==> src/rtl/qdac_pkg.sv <==
package qdac_pkg;
  localparam int CHANS  = 4;
  localparam int CTRL_W = 4;

  typedef enum logic [2:0] {
    OP_NONE,
    OP_LOAD,
    OP_LOAD_UPD,
    OP_UPD,
    OP_SHDN,
    OP_GPO
  } op_e;

  // Map a control nibble to an operation class
  function automatic op_e op_of(input logic [CTRL_W-1:0] code);
    op_e r;
    case (code)
      4'h1, 4'h2, 4'h3, 4'h4: r = OP_LOAD;
      4'h9, 4'hA, 4'hB, 4'hC: r = OP_LOAD_UPD;
      4'h8:                   r = OP_UPD;
      4'hE:                   r = OP_SHDN;
      4'hF:                   r = OP_GPO;
      default:                r = OP_NONE;
    endcase
    return r;
  endfunction

  // Channel index for load codes: low three bits minus one
  function automatic logic [$clog2(CHANS)-1:0] chan_of(input logic [CTRL_W-1:0] code);
    logic [2:0] t;
    t = code[2:0] - 3'd1;
    return t[$clog2(CHANS)-1:0];
  endfunction

  // Load or update commands end the low-power state
  function automatic logic wakes(input op_e op);
    return (op == OP_LOAD) || (op == OP_LOAD_UPD) || (op == OP_UPD);
  endfunction
endpackage

==> src/rtl/qdac_sync.sv <==
module qdac_sync #(
  parameter int W      = 1,
  parameter int STAGES = 2,
  parameter logic [W-1:0] RST_VAL = '0
) (
  input  logic         clk,
  input  logic         rst_n,
  input  logic [W-1:0] d,
  output logic [W-1:0] q
);
  logic [W-1:0] pipe [STAGES];

  genvar s;
  generate
    for (s = 0; s < STAGES; s++) begin : g_stage
      always_ff @(posedge clk or negedge rst_n) begin
        if (!rst_n) pipe[s] <= RST_VAL;
        else if (s == 0) pipe[s] <= d;
        else pipe[s] <= pipe[(s == 0) ? 0 : s-1];
      end
    end
  endgenerate

  assign q = pipe[STAGES-1];
endmodule

==> src/rtl/qdac_shifter.sv <==
module qdac_shifter #(
  parameter int FW = 12
) (
  input  logic          clk,
  input  logic          rst_n,
  input  logic          sel_n_s,
  input  logic          sclk_s,
  input  logic          din_s,
  output logic [FW-1:0] frame,
  output logic          frame_done,
  output logic          sel_rise,
  output logic          rise_evt,
  output logic          fall_evt,
  output logic          ser_out
);
  localparam int CNTW = $clog2(FW + 2);
  localparam logic [CNTW-1:0] CNT_SAT  = CNTW'(FW + 1);
  localparam logic [CNTW-1:0] CNT_FULL = CNTW'(FW);

  logic           sel_q, sclk_q;
  logic [CNTW-1:0] cnt;
  logic           sel_fall;
  logic           active;

  always_ff @(posedge clk or negedge rst_n) begin
    if (!rst_n) begin
      sel_q  <= 1'b1;
      sclk_q <= 1'b0;
    end else begin
      sel_q  <= sel_n_s;
      sclk_q <= sclk_s;
    end
  end

  assign sel_fall = sel_q && !sel_n_s;
  assign sel_rise = !sel_q && sel_n_s;
  assign active   = !sel_n_s && !sel_q;
  assign rise_evt = active && !sclk_q && sclk_s;
  assign fall_evt = active && sclk_q && !sclk_s;

  always_ff @(posedge clk or negedge rst_n) begin
    if (!rst_n) begin
      frame <= '0;
      cnt   <= '0;
    end else if (sel_fall) begin
      cnt <= '0;
    end else if (rise_evt) begin
      frame <= {frame[FW-2:0], din_s};
      if (cnt != CNT_SAT) cnt <= cnt + 1'b1;
    end
  end

  always_ff @(posedge clk or negedge rst_n) begin
    if (!rst_n) ser_out <= 1'b0;
    else if (fall_evt) ser_out <= frame[FW-1];
  end

  assign frame_done = sel_rise && (cnt == CNT_FULL);
endmodule

==> src/rtl/qdac_bank.sv <==
module qdac_bank #(
  parameter int NCH = 4,
  parameter int DW  = 8
) (
  input  logic                   clk,
  input  logic                   rst_n,
  input  logic                   zero_act,
  input  logic                   xfer_act,
  input  logic                   wr_en,
  input  logic [$clog2(NCH)-1:0] wr_idx,
  input  logic [DW-1:0]          wr_data,
  input  logic                   upd_all,
  output logic [NCH*DW-1:0]      in_flat,
  output logic [NCH*DW-1:0]      dac_flat
);
  genvar c;
  generate
    for (c = 0; c < NCH; c++) begin : g_ch
      logic [DW-1:0] hold_r, code_r;
      logic          hit;
      assign hit = wr_en && (wr_idx == c[$clog2(NCH)-1:0]);

      always_ff @(posedge clk or negedge rst_n) begin
        if (!rst_n)        hold_r <= '0;
        else if (zero_act) hold_r <= '0;
        else if (hit)      hold_r <= wr_data;
      end

      always_ff @(posedge clk or negedge rst_n) begin
        if (!rst_n)         code_r <= '0;
        else if (zero_act)  code_r <= '0;
        else if (upd_all)   code_r <= hit ? wr_data : hold_r;
        else if (xfer_act)  code_r <= hold_r;
      end

      assign in_flat[c*DW +: DW]  = hold_r;
      assign dac_flat[c*DW +: DW] = code_r;
    end
  endgenerate
endmodule

==> src/rtl/qdac_front.sv <==
module qdac_front
  import qdac_pkg::*;
#(
  parameter int DW   = 8,
  parameter int SYNC = 2
) (
  input  logic                clk,
  input  logic                rst_n,
  input  logic                ser_sel_n,
  input  logic                ser_clk,
  input  logic                ser_in,
  input  logic                xfer_n,
  input  logic                zero_n,
  output logic                ser_out,
  output logic [CHANS*DW-1:0] dac_code,
  output logic                shdn,
  output logic                gp_out
);
  localparam int FW = CTRL_W + DW;
  localparam int IW = $clog2(CHANS);

  logic [4:0] pins_s;
  logic sel_n_s, sclk_s, din_s, xfer_s, zero_s;

  qdac_sync #(.W(5), .STAGES(SYNC), .RST_VAL(5'b10011)) u_sync (
    .clk(clk), .rst_n(rst_n),
    .d({ser_sel_n, ser_clk, ser_in, xfer_n, zero_n}),
    .q(pins_s)
  );
  assign {sel_n_s, sclk_s, din_s, xfer_s, zero_s} = pins_s;

  logic [FW-1:0] frame;
  logic frame_done, sel_rise, rise_evt, fall_evt;

  qdac_shifter #(.FW(FW)) u_shift (
    .clk(clk), .rst_n(rst_n),
    .sel_n_s(sel_n_s), .sclk_s(sclk_s), .din_s(din_s),
    .frame(frame), .frame_done(frame_done), .sel_rise(sel_rise),
    .rise_evt(rise_evt), .fall_evt(fall_evt), .ser_out(ser_out)
  );

  // Named decode events
  op_e           op;
  logic [IW-1:0] wr_idx;
  logic [DW-1:0] wr_data;
  logic          zero_act, xfer_act, wr_evt, upd_cmd, upd_evt;
  logic          shdn_cmd, gpo_cmd, wake_cmd;

  assign op       = op_of(frame[FW-1 -: CTRL_W]);
  assign wr_idx   = chan_of(frame[FW-1 -: CTRL_W]);
  assign wr_data  = frame[DW-1:0];
  assign zero_act = !zero_s;
  assign xfer_act = !xfer_s;
  assign wr_evt   = frame_done && ((op == OP_LOAD) || (op == OP_LOAD_UPD));
  assign upd_cmd  = frame_done && ((op == OP_LOAD_UPD) || (op == OP_UPD));
  assign upd_evt  = upd_cmd || xfer_act;
  assign shdn_cmd = frame_done && (op == OP_SHDN);
  assign gpo_cmd  = frame_done && (op == OP_GPO);
  assign wake_cmd = frame_done && wakes(op);

  logic [CHANS*DW-1:0] in_flat;

  qdac_bank #(.NCH(CHANS), .DW(DW)) u_bank (
    .clk(clk), .rst_n(rst_n),
    .zero_act(zero_act), .xfer_act(xfer_act),
    .wr_en(wr_evt), .wr_idx(wr_idx), .wr_data(wr_data),
    .upd_all(upd_cmd),
    .in_flat(in_flat), .dac_flat(dac_code)
  );

  always_ff @(posedge clk or negedge rst_n) begin
    if (!rst_n) begin
      shdn   <= 1'b0;
      gp_out <= 1'b0;
    end else if (zero_act) begin
      shdn   <= 1'b0;
      gp_out <= 1'b0;
    end else begin
      if (shdn_cmd)      shdn <= 1'b1;
      else if (wake_cmd) shdn <= 1'b0;
      if (gpo_cmd)       gp_out <= wr_data[0];
    end
  end
endmodule

==> config.mk <==
export PLATFORM = sky130hd
export DESIGN_NAME = qdac_front
export DESIGN_NICKNAME = d
export VERILOG_FILES = /design/src/rtl/qdac_pkg.sv /design/src/rtl/qdac_sync.sv /design/src/rtl/qdac_shifter.sv /design/src/rtl/qdac_bank.sv /design/src/rtl/qdac_front.sv
export SDC_FILE = /design/constraint.sdc
export NUM_CORES = 1
export LEC_CHECK = 0
export ABC_AREA = 1
export BUFFER_PORTS_ARGS = -buffer_cell sky130_fd_sc_hd__buf_2
export CAP_MARGIN = 20
export CORE_MARGIN = 2
export CORE_UTILIZATION = 35
export DETAILED_ROUTE_END_ITERATION = 7
export PLACE_DENSITY_LB_ADDON = 0.3
export SLEW_MARGIN = 20
export SYNTH_ARGS = -nofsm -noshare
export SYNTH_HDL_FRONTEND = slang
export SYNTH_SLANG_ARGS = --single-unit
==> constraint.sdc <==
create_clock -name clk -period 2.96 [get_ports clk]
set_input_delay 0.444 -clock clk [delete_from_list [all_inputs] [get_ports clk]]
set_output_delay 0.444 -clock clk [all_outputs]
set_load 0.02 [all_outputs]
# Word level (Yosys, flattened, before mapping)
# Memories as Yosys holds them, arrays and structs flattened.
# Index checks and enable logic that the tools add are counted.
dict set report classes {
  addsub 2
  n_mux 28
  n_reduce_logical 29
  eq_ne 13
  bitwise 1
}
# operator count
set op_table {}
lappend op_table {{$mux W8} 20}
lappend op_table {{$logic_and A1 B1 Y1} 17}
lappend op_table {{$mux W4} 3}
lappend op_table {{$eq A3 B2 Y1 const B} 2}
lappend op_table {{$eq A3 B3 Y1 const B} 2}
lappend op_table {{$mux W1} 5}
lappend op_table {{$add A4 B1 Y4 const B} 1}
lappend op_table {{$eq A2 B2 Y1 const B} 2}
lappend op_table {{$eq A4 B4 Y1 const B} 1}
lappend op_table {{$logic_not A1 Y1} 4}
lappend op_table {{$ne A4 B4 Y1 const B} 1}
lappend op_table {{$reduce_and A2 Y1} 2}
lappend op_table {{$reduce_bool A2 Y1} 2}
lappend op_table {{$eq A3 B1 Y1 const B} 1}
lappend op_table {{$logic_or A1 B1 Y1} 3}
lappend op_table {{$ne A3 B2 Y1 const B} 1}
lappend op_table {{$ne A3 B3 Y1 const B} 1}
lappend op_table {{$eq A2 B1 Y1 const B} 1}
lappend op_table {{$logic_not A2 Y1} 1}
lappend op_table {{$ne A2 B2 Y1 const B} 1}
lappend op_table {{$sub A2 B1 Y2 const B} 1}
lappend op_table {{$not A1 Y1} 1}
dict set report totals {
  regBits 95
  romBits 48
  input_bits 7
  out_inout_bits 35
  mem_count 1
  wordCells 91
}
# memory words width rd rd_clocked_by_memory_dff write_ports line
set memory_table {}
lappend memory_table {{(name not given)} 16 3 1 0 0 qdac_pkg.sv:17} ;# case (code)

# Longest topological paths before layout
dict set report logic_depth {
  ltp_word 8
  mapped_depth 14
  depth_no_buf 13
}

# Hierarchy
# From an unflattened synthesis, not the netlist that was laid out.
dict set report hier_totals {
  cells_unflattened 627
  hier_area_um2 4892.2
}
# mod n_inst area_per_inst_um2 seq_area_each_um2 cells_per_inst
set by_module_without_submodules {}
lappend by_module_without_submodules {qdac_bank 1 3400.8 1601.5 463}
lappend by_module_without_submodules {qdac_shifter 1 875.8 476.7 98}
lappend by_module_without_submodules {qdac_front 1 320.3 50.0 51}
lappend by_module_without_submodules {qdac_sync 1 295.3 257.7 15}

# Worst setup path after synthesis
# OpenSTA, ideal clock, no wires.
dict set report synth_path {
  path_kind {register -> register}
  startpoint {reg u_shift.frame[9]}
  endpoint {reg u_bank.g_ch[3].code_r[7]}
  t_required_ps 2844
  path_stages_with_launch 15
  path_buffers 1
  setup_slack_ps 880
  setup_time_ps 116
  period_less_slack_ps 2080
  arrival_time_ps 1964
  path_cell_list {dfrtp_1 nor2_1 buf_2 inv_1 ha_1 nor2_4 nand2_2 nor2_4 nand2_4 nand2_8 nand2_2 nand2_1 nand3_1 nand2_1 nand2_1}
}
dict set report synth_between {
  elab_chain_cells 8
  word_cells_on_any_way 15
  classes_between {add/sub (1); eq/ne (5); mux (3); reduce/logical (5); memory (1)}
}
# item line
set synth_lines {}
lappend synth_lines {{from (decl)} qdac_shifter.sv:9} ;# output logic [FW-1:0] frame,
lappend synth_lines {{from (signal assigned)} qdac_shifter.sv:48} ;# frame <= {frame[FW-2:0], din_s};
lappend synth_lines {{$mem_v2 Z16 W3} -}
lappend synth_lines {{$eq A3 B1 Y1 or $eq A3 B2 Y1 (tied branches)} {qdac_front.sv:54, qdac_front.sv:55}}
lappend synth_lines {{$logic_or A1 B1 Y1} qdac_front.sv:54} ;# assign wr_evt = frame_done && ((op == OP_LOAD) || (op == OP_LOAD_UPD));
lappend synth_lines {{$logic_and A1 B1 Y1} qdac_front.sv:54}
lappend synth_lines {{$logic_and A1 B1 Y1} qdac_bank.sv:21} ;# assign hit = wr_en && (wr_idx == c[$clog2(NCH)-1:0]);
lappend synth_lines {{$mux W8 (2 in series)} qdac_bank.sv:32} ;# else if (upd_all) code_r <= hit ? wr_data : hold_r;
lappend synth_lines {{$mux W8} qdac_bank.sv:31} ;# else if (zero_act) code_r <= '0;
lappend synth_lines {{to (signal assigned)} qdac_bank.sv:32}
lappend synth_lines {{to (signal assigned)} qdac_bank.sv:33} ;# else if (xfer_act) code_r <= hold_r;
lappend synth_lines {{to (decl)} qdac_bank.sv:19} ;# logic [DW-1:0] hold_r, code_r;
# Several ways; a longest one is shown, not always the timed one.
# A chain may end at the register's enable or synchronous reset.

# Worst setup path after layout
dict set report layout_path {
  startpoint {reg u_shift.frame[9]}
  endpoint {reg u_bank.g_ch[3].code_r[2]}
}
# The elaborated chain is that of the path after synthesis.

==> impl_results.md <==
- Peak supply drop: between 0.3 and 0.4 mV
- Vias per cell: approximately 4.7
- Crit path launch type: flop
- Yosys reg bits: 95
- Status: finished, final reports clean
- I/O pins: 42
- Reg2reg end: u_bank.g_ch[3].code_r[2]
- Final wirelength: ~9.8 mm
- Die area: ~14000 sq um
- Worst Setup SP: u_shift.frame[9]
- DIE WIDTH: approximately 120 microns
- # setup viols final: 0
- First-pass GRT wire length: 17.1 mm
- Worst-path clk slew: ~0.070 ns
- Vias: roughly 3300
- Pleak: around 2.4 nW
- Crit path required time: ~3.2 ns
- Share of layout cells above drive strength 1: 0.243
- Vias in the first global route: 3339
- # port buffers: ~40
- Worst r2r src: u_shift.frame[9]
- Crit path arrival time: ~2.5 ns
- Min-delay worst type: in -> async
- Worst setup path end: u_bank.g_ch[3].code_r[2]
- Max-slew violations: 0
- Cell Pwr Density: 566 nW/um^2
- Num rows: 41
- Initial antenna violation count: 0
- Remaining DRCs: 0
- Crit end category: flop
- Setup CP Type: reg -> reg
- Post-synth EDFFs: 0
- Top FF cell, synth: dfrtp_1
- Period utilisation layout: 0.770
- GRT Residual Overflow: 0
- CP top delay family: simple AND/OR/NAND/NOR gates
- CTS Sinks: 95
- CP max stage delay: 0.44 ns
- Slew @ Worst Pin: approximately 0.71 ns
- Post-CTS setup buffers: 0
- Root Driver: clkbuf_16
- Setup tns final: 0 ns
- Cell count along the critical path: 13
- ANT cells: 0
- Hold Buf Count CTS: 0
- Seq. cell area: between 2000 and 2500 sq um
- Slew HR: 0.522
- P&R area growth vs syn: 12.8%
- Async set-reset flop share out of synthesis: 1.00
- Count of cell types in the netlist: 32
- Final hold vios: 0
- Fmax: between 400 and 500 MHz
- Placer congestion estimate: 0.778
- Critical-path cell list: nor2_1 -> inv_1 -> ha_1 -> nor2_4 -> nand2_2 -> nor2_4 -> nand2_4 -> nand2_8 -> nand2_2 -> nand2_1 -> nand3_1 -> nand2_1 -> nand2_1
- Post-CTS sizing: 0
- Multi-input combinational cell area: 1900 sq um
- Initial core utilization: 0.360
- FF-to-FF setup slack: between 0.6 and 0.7 ns
- Slowest-stage cell, CP: dfrtp_1
- Hold_ws: 0.0898 ns
- Maxcap violations: 0
- CP dominant cell by count: nand2_1
- R2R depth: 13
- Most frequent cells in the layout: 139 x nand2_1, 88 x dfrtp_1, 73 x nor2_1
- Tmin final: roughly 2.3 ns
- DP HPWL: 6.25 mm
- Final nets: ~540
- Fillers: 1300
- Commonest non-fill, non-tap cell in the layout: nand2_1
- Wire per inst: between 10 and 15 microns
- Synthesized cell area: around 4500 sq um
- Die Y: 118 microns
- Syn avg cell area: about 9 sq um
- Routed Antenna Nets: 0
- Clk_lat worst skew: about 0.35 ns
- Crit path buffers/inverters: 1
- Yosys warning count: 0
- CTS tree: yes
- Core Box Area: around 13000 sq um
- Critical path peak fanout: 36
- Drt first-iter violations: between 200 and 250
- Htree depth: 3
- 1st-pass router iterations: 5
- Clock buffer count from CTS: 9
- Mapped Nets: 510
- All-Layer GR Usage: 0.153
- RSZ-0062 raised after global routing: false
- CTS max path bufs: 2
- Setup Skew: around 0.0083 ns
- Mapped Cells: 499
- Largest net degree at the start of global routing: 65
- Sequential area share after synthesis: 0.525
==> synthesized netlist by cell type (5+ instances only) <==
master / number / area share
a21oi_1: 36 / 0.040
buf_2: 9 / 0.0099
dfrtp_1: 88 / 0.48
dfstp_2: 7 / 0.040
inv_1: 13 / 0.011
inv_2: 6 / 0.0050
mux2_2: 8 / 0.020
nand2_1: 139 / 0.11
nand2_2: 5 / 0.0069
nand2_4: 5 / 0.012
nand3_1: 39 / 0.043
nand3_2: 31 / 0.068
nor2_1: 73 / 0.060
o21ai_0: 5 / 0.0055
==> power by group <==
part | switching (mW) | internal, mW | total (mW)
combinational | 0.190 | 0.0803 | 0.270
clock | 0.494 | 0.679 | 1.17
sequential | 0.103 | 1.35 | 1.46
total | 0.786 | 2.11 | 2.90
==> state kept, by name (all words and copies together), names as in the netlist <==
name / cells
gp_out: 1
u_shift.frame: 12
u_sync.q: 5
u_shift.ser_out: 1
u_sync.pipe: 5
u_shift.sclk_q: 1
u_bank.g_ch.hold_r: 32
u_bank.g_ch.code_r: 32
u_shift.cnt: 4
u_shift.sel_q: 1
shdn: 1
==> cell families after synthesis <==
logic type / Yosys count / share of synthesized area
muxes: 8 / 0.0198
buffers and inverters: 42 / 0.0565
adders and majority gates: 4 / 0.0110
AOI/OAI and AO/OA: 43 / 0.0482
DFF: 95 / 0.525
and+or+nand+nor: 307 / 0.339
==> layer usage <==
metal / vias to the layer above / track usage / wire length [microns]
li1: 1677 / - / -
met1: 1568 / 0.205 / 4870
met4: 0 / 0.0520 / 132
met3: 10 / 0.0359 / 353
met2: 49 / 0.245 / 4440
met5: - / 0 / 0
==> final cells by class <==
cell class	count	area share
inverters	21	0.0164
repair buffers	44	0.0474
clock inverters	3	0.00855
well taps	172	0.0420
flip-flops and latches	95	0.466
clock buffers	13	0.0489
multi-input cells	362	0.371
==> how the worst min path moves through the flow <==
stage,cells past startpoint,from,to,slack [ns]
6_report,1,rst_n,u_bank.g_ch[2].code_r[3],0.09
5_1_grt,1,rst_n,u_bank.g_ch[2].code_r[3],0.15
4_1_cts,1,rst_n,u_bank.g_ch[2].code_r[3],0.13
3_5_place_dp,0,u_sync.pipe[7],u_sync.q[2],0.34
3_3_place_gp,0,u_sync.pipe[8],u_sync.q[3],0.33
2_1_floorplan,0,rst_n,gp_out,0.15
==> metrics by stage <==
step,setup slack [ns],util,instances,area [sq um],total power [mW]
final,0.682,0.406,710,5120,2.90
after global routing,0.447,0.406,710,5120,3.03
after CTS,0.665,0.406,710,5120,2.94
after detailed placement,0.672,0.383,694,4830,1.76
after global placement,0.775,0.383,694,4830,1.75
after floorplan,0.880,-,499,4540,1.65
Power figures use the tool's default switching activity.
